--- src/rtl/pin_scan_pkg.sv ---
package pin_scan_pkg;

   // operation applied to the shift stage on a tck edge
   typedef enum logic [1:0] {
      SH_HOLD    = 2'd0,
      SH_CAPTURE = 2'd1,
      SH_SHIFT   = 2'd2
   } sh_op_e;

   // capture wins over shift when both strobes are high
   function automatic sh_op_e decode_op(input logic cap, input logic sh);
      if (cap)
         return SH_CAPTURE;
      else if (sh)
         return SH_SHIFT;
      else
         return SH_HOLD;
   endfunction

   // reset pattern of the preload stage: only the top cell is set
   function automatic logic [1023:0] top_set_vec(input int unsigned n);
      logic [1023:0] v;
      v = '0;
      v[n-1] = 1'b1;
      return v;
   endfunction

endpackage

--- src/rtl/scan_shift_stage.sv ---
module scan_shift_stage
   import pin_scan_pkg::*;
#(
   parameter int unsigned NUM_CELLS = 109
) (
   input  logic                 tck,
   input  logic                 trst_n,
   input  sh_op_e               op,
   input  logic                 tdi,
   input  logic [NUM_CELLS-1:0] cap_vec,
   output logic [NUM_CELLS-1:0] sh_q
);

   localparam int unsigned TOP = NUM_CELLS - 1;

   for (genvar i = 0; i < NUM_CELLS; i++) begin : g_cell
      logic ser_in;
      if (i == TOP) begin : g_head
         assign ser_in = tdi;
      end else begin : g_body
         assign ser_in = sh_q[i+1];
      end

      always_ff @(posedge tck or negedge trst_n) begin
         if (!trst_n)
            sh_q[i] <= 1'b0;
         else begin
            case (op)
               SH_CAPTURE: sh_q[i] <= cap_vec[i];
               SH_SHIFT:   sh_q[i] <= ser_in;
               default:    sh_q[i] <= sh_q[i];
            endcase
         end
      end
   end

endmodule

--- src/rtl/scan_preload_stage.sv ---
module scan_preload_stage #(
   parameter int unsigned        NUM_CELLS = 109,
   parameter logic [NUM_CELLS-1:0] RST_VEC = '0
) (
   input  logic                 tck,
   input  logic                 trst_n,
   input  logic                 tlr,
   input  logic                 update,
   input  logic [NUM_CELLS-1:0] sh_q,
   output logic [NUM_CELLS-1:0] pl_q
);

   localparam int unsigned EN_CELL = NUM_CELLS - 1;

   for (genvar i = 0; i < NUM_CELLS; i++) begin : g_cell
      if (i == EN_CELL) begin : g_enable
         // enable cell: preset by Test-Logic-Reset as well as power-up
         always_ff @(posedge tck or negedge trst_n) begin
            if (!trst_n)
               pl_q[i] <= RST_VEC[i];
            else if (tlr)
               pl_q[i] <= 1'b1;
            else if (update)
               pl_q[i] <= sh_q[i];
         end
      end else begin : g_data
         always_ff @(posedge tck or negedge trst_n) begin
            if (!trst_n)
               pl_q[i] <= RST_VEC[i];
            else if (update && !tlr)
               pl_q[i] <= sh_q[i];
         end
      end
   end

endmodule

--- src/rtl/scan_pad_mux.sv ---
module scan_pad_mux #(
   parameter int unsigned OUT_W = 36
) (
   input  logic             extest,
   input  logic             force_hiz,
   input  logic [OUT_W-1:0] func_q,
   input  logic             func_oe,
   input  logic [OUT_W-1:0] pl_data,
   input  logic             pl_en,
   output logic [OUT_W-1:0] pad_q,
   output logic             pad_oe
);

   for (genvar b = 0; b < OUT_W; b++) begin : g_bit
      assign pad_q[b] = extest ? pl_data[b] : func_q[b];
   end

   always_comb begin
      if (force_hiz)
         pad_oe = 1'b0;
      else if (extest)
         pad_oe = pl_en;
      else
         pad_oe = func_oe;
   end

endmodule

--- src/rtl/pin_scan_ring.sv ---
module pin_scan_ring
   import pin_scan_pkg::*;
#(
   parameter int unsigned NUM_CELLS = 109,
   parameter int unsigned OUT_W     = 36,
   localparam int unsigned IN_W     = NUM_CELLS - 1 - OUT_W
) (
   input  logic             tck,
   input  logic             trst_n,
   input  logic             tlr,
   input  logic             capture_dr,
   input  logic             shift_dr,
   input  logic             update_dr,
   input  logic             extest_en,
   input  logic             force_hiz,
   input  logic             tdi,
   output logic             tdo,
   input  logic [IN_W-1:0]  pin_in,
   input  logic [OUT_W-1:0] func_q,
   input  logic             func_oe,
   output logic [OUT_W-1:0] pad_q,
   output logic             pad_oe
);

   localparam int unsigned EN_CELL = NUM_CELLS - 1;
   localparam logic [NUM_CELLS-1:0] PL_RST = top_set_vec(NUM_CELLS)[NUM_CELLS-1:0];

   if (NUM_CELLS < 3 || NUM_CELLS > 1024) begin : g_bad_cells
      $error("pin_scan_ring: NUM_CELLS out of range");
   end
   if (OUT_W < 1 || OUT_W + 2 > NUM_CELLS) begin : g_bad_out
      $error("pin_scan_ring: OUT_W leaves no input cells");
   end

   sh_op_e               op;
   logic [NUM_CELLS-1:0] cap_vec;
   logic [NUM_CELLS-1:0] sh_q;
   logic [NUM_CELLS-1:0] pl_q;

   assign op      = decode_op(capture_dr, shift_dr);
   assign cap_vec = {pad_oe, pin_in, pad_q};
   assign tdo     = sh_q[0];

   scan_shift_stage #(.NUM_CELLS(NUM_CELLS)) shift_i (
      .tck    (tck),
      .trst_n (trst_n),
      .op     (op),
      .tdi    (tdi),
      .cap_vec(cap_vec),
      .sh_q   (sh_q)
   );

   scan_preload_stage #(.NUM_CELLS(NUM_CELLS), .RST_VEC(PL_RST)) preload_i (
      .tck   (tck),
      .trst_n(trst_n),
      .tlr   (tlr),
      .update(update_dr),
      .sh_q  (sh_q),
      .pl_q  (pl_q)
   );

   scan_pad_mux #(.OUT_W(OUT_W)) mux_i (
      .extest   (extest_en),
      .force_hiz(force_hiz),
      .func_q   (func_q),
      .func_oe  (func_oe),
      .pl_data  (pl_q[OUT_W-1:0]),
      .pl_en    (pl_q[EN_CELL]),
      .pad_q    (pad_q),
      .pad_oe   (pad_oe)
   );

endmodule

--- config.mk ---
export PLATFORM = sky130hd
export DESIGN_NAME = pin_scan_ring
export DESIGN_NICKNAME = d
export VERILOG_FILES = /design/src/rtl/pin_scan_pkg.sv /design/src/rtl/scan_shift_stage.sv /design/src/rtl/scan_preload_stage.sv /design/src/rtl/scan_pad_mux.sv /design/src/rtl/pin_scan_ring.sv
export SDC_FILE = /design/constraint.sdc
export NUM_CORES = 1
export LEC_CHECK = 0
export CORE_ASPECT_RATIO = 0.9
export CORE_MARGIN = 2
export CORE_UTILIZATION = 51
export CTS_CLUSTER_DIAMETER = 150
export CTS_CLUSTER_SIZE = 8
export DETAILED_ROUTE_END_ITERATION = 10
export PLACE_DENSITY = 0.91
export SETUP_SLACK_MARGIN = 0.4
export SKIP_LAST_GASP = 1
export SLEW_MARGIN = 25
export SYNTH_ARGS = -nofsm -noshare
export SYNTH_HDL_FRONTEND = slang
export SYNTH_SLANG_ARGS = --single-unit
--- constraint.sdc ---
create_clock -name tck -period 1.2 [get_ports tck]
set_input_delay 0.24 -clock tck [delete_from_list [all_inputs] [get_ports tck]]
set_output_delay 0.24 -clock tck [all_outputs]
set_load 0.02 [all_outputs]
==> results of run 1 <==
==> sequential cells by signal (all words and copies together) (netlist names) <==
name	cells
shift_i.g_cell.ser_in	108
preload_i.pl_q	37
shift_i.sh_q	1
==> cell usage in the layout (no fill, tap or decap) <==
master / n
nand2b_1: 1
o21ai_1: 71
nor2_2: 1
mux2_1: 14
clkdlybuf4s50_1: 111
buf_4: 29
nor2b_4: 1
clkinv_4: 1
clkbuf_8: 1
dfstp_2: 1
dfrtp_1: 145
clkbuf_16: 20
mux2i_1: 72
nor2b_1: 1
a211o_1: 1
buf_8: 1
o22ai_2: 1
mux2i_4: 2
buf_6: 107
o21ai_2: 1
mux2_4: 119
clkinv_2: 3
buf_2: 1
buf_16: 5
buf_12: 12
bufinv_16: 5
nand2_1: 72
mux2_2: 11
clkinvlp_4: 5
==> how the worst min path moves through the flow <==
stage | from | to | cells after the start
finish | trst_n | preload_i.pl_q[22] | 1
global route | trst_n | preload_i.pl_q[22] | 1
CTS | trst_n | preload_i.pl_q[22] | 1
detailed placement | trst_n | preload_i.pl_q[22] | 1
global placement | trst_n | preload_i.pl_q[22] | 1
floorplan | trst_n | preload_i.pl_q[0] | 0
==> layer usage <==
metal	wire length (um)	vias to the layer above
met5	0	-
met4	732	0
met3	737	52
met2	11300	178
met1	8600	2801
li1	-	2448
==> critical path, stage by stage (launching register included) <==
cell	delay, ns
dfstp_2	0.55
mux2i_4	0.08
nor2_2	0.12
buf_6	0.13
==> power breakdown <==
group	leakage (uW)	switching (uW)	internal, uW
logic	0.00320	2460	4590
registers	0.00175	989	6060
clock network	0.000304	2140	3730
==> cell families after synthesis <==
logic type / count (synthesis)
buffers and inverters: 40
AOI/OAI and AO/OA: 74
and+or+nand+nor: 76
muxes: 218
DFF: 146
==> timing repair <==
action                                  in CTS  in global routing
endpoints found under the setup margin     125                155
gates resized for setup                    289                 45
pin swaps                                    2                  0
setup buffers                               36                 29
hold endpoints to repair                    30                 30
cloned                                       3                  3
==> final cells by class <==
type / instances / area share [%]
repair buffers: 269 / 27.1
flip-flops and latches: 146 / 33.0
clock buffers: 18 / 3.97
clock inverters: 14 / 1.91
well taps: 193 / 2.18
multi-input cells: 368 / 31.8
==> per-stage QoR <==
stage          utilization (%)  power [uW]  setup TNS [ns]  cell area (um2)  instances
2_1_floorplan                -        9920          -0.659             7510        554
3_3_place_gp              67.1       11700          -37.84             9360        905
3_5_place_dp              67.1       11900          -39.80             9360        905
4_1_cts                   76.0       18900          -10.30            10600        976
5_1_grt                   79.4       20700          -12.81            11100       1008
6_report                  79.4       20000          -11.68            11100       1008
==> impl_metrics.json, run 1 <==
{
  "synth-compound-area-share_pct": 5.18,
  "area_growth_pct": 53.0,
  "via_per_inst": 5.44,
  "syn-instance-count": 554,
  "async_flop_share_pct": 100,
  "grt_pass1_wl_um": 29800,
  "drv_slew": 0,
  "regArea_um2": 3650,
  "ff2ff_setup_slack_ns": -0.18,
  "place_congestion": 0.798,
  "final_antenna_net_count": 0,
  "met3_usage_pct": 5.23,
  "fin_skew_ns": 0.00920,
  "setup_ws_ns": -0.349,
  "crit_path_start": "preload_i.pl_q[108]",
  "critPathCapture": "pad_oe",
  "tritoncts": "yes",
  "r2r-start": "preload_i.pl_q[3]",
  "max_cap_viol_count": 0,
  "synth_ff_type": "dfrtp_1",
  "synth_seq_area_share_pct": 50.5,
  "grt-ovfl-total": 0,
  "htreeDepth": 4,
  "hold_ws_ns": -0.278,
  "worstReg2RegEnd": "shift_i.g_cell[2].ser_in",
  "io_buffers": 155,
  "grt_util_all_layers_pct": 25.9,
  "timing_worst_setup_path_type": "flip-flop to primary output",
  "path_clk_slew_ns": 0.06,
  "cts_buffers": 17,
  "power.density_nw_per_um2": 1800,
  "setup.worst_path.end_class": "primary output",
  "syn_area_um2": 7240,
  "finalNetCount": 920,
  "grt.met2_usage_pct": 44.6,
  "antenna_cells": 0,
  "vias": 5479,
  "slew_headroom_pct": 72.9,
  "grt_max_degree": 39,
  "required_ns": 0.96,
  "multiInputGateArea_um2": 3520,
  "hpwlAfterDp_um": 11800,
  "cts.root.buffer_cell": "clkbuf_16",
  "clock_latency_ns": 0.43,
  "synth.avg_cell_area_um2": 13.1,
  "dp_slack_ns": -0.579,
  "initial_core_util_pct": 51.9,
  "ir_drop_mv": 1.04,
  "synth_cell_types": 19,
  "final_hold_viol_count": 30,
  "violations": "hold timing, setup timing",
  "fill_cells": 754,
  "grt_pass1_vias": 5679,
  "core_um2": 14000,
  "drive_gt1_share_pct": 40.1,
  "yosys.area.top_type_share_pct": 50.1,
  "die_h_um": 117,
  "synthSimpleGateAreaFrac_pct": 4.04,
  "crit_arrival_ns": 1.31,
  "worst_pin_slew_ns": 0.406,
  "fin_crit_sh_pct": 129,
  "rsz0062_at_grt": "true",
  "fmax_ghz": 0.646,
  "synth_top_family_by_area": "multiplexers",
  "cp_max_fo": 2,
  "finalSetupViolCount": 53,
  "synth_nets": 672,
  "setup.worst_path.start_class": "flip-flop",
  "drt_wl_total_um": 21400,
  "synth_commonest_cells": "145 x dfrtp_1, 74 x mux2i_1, 72 x nand2_1, 72 x o21ai_0, 63 x mux2_4",
  "met1_usage_pct": 31.8,
  "p_leak_uw": 0.00526,
  "yosys.area.top_type": "dfrtp_1",
  "synth_edf_count": 0,
  "synthAdderAreaFrac_pct": 0,
  "drt_iter0_drc": 311,
  "cts.sinks": 146,
  "drc": 0,
  "period_needed_ns": 1.55,
  "dr.pass1.iters": 4,
  "rows": 41,
  "antenna_found_initial": 0,
  "clockBufferDepth": 2,
  "fp.dieW_um": 130,
  "routedWlPerCell_um": 21.2,
  "synth.most_common_cell": "dfrtp_1",
  "ys_ff_latch": 146,
  "yosys-top-cells-area": "dfrtp_1 50%, mux2_4 13%, mux2i_1 10%, mux2_2 8.7%, o21ai_0 5.0%",
  "top_usage_layer": "met2",
  "io_pins": 156,
  "die_area_um2": 15200,
  "rr_worst_depth": 5,
  "yosysWarnings": 0,
  "outcome": "finished with violations",
  "synth-xor-area-share_pct": 0,
  "hold_class": "primary input to async pin",
  "synth_mux_area_share_pct": 35.9
}
Note: power is estimated with default switching activity, not from simulation.
==> run 2: changes to the inputs <==
CAP_MARGIN = 10   (was unset)
==> results of run 2 <==
Final layout, timing and power as in run 1 (identical DEF).
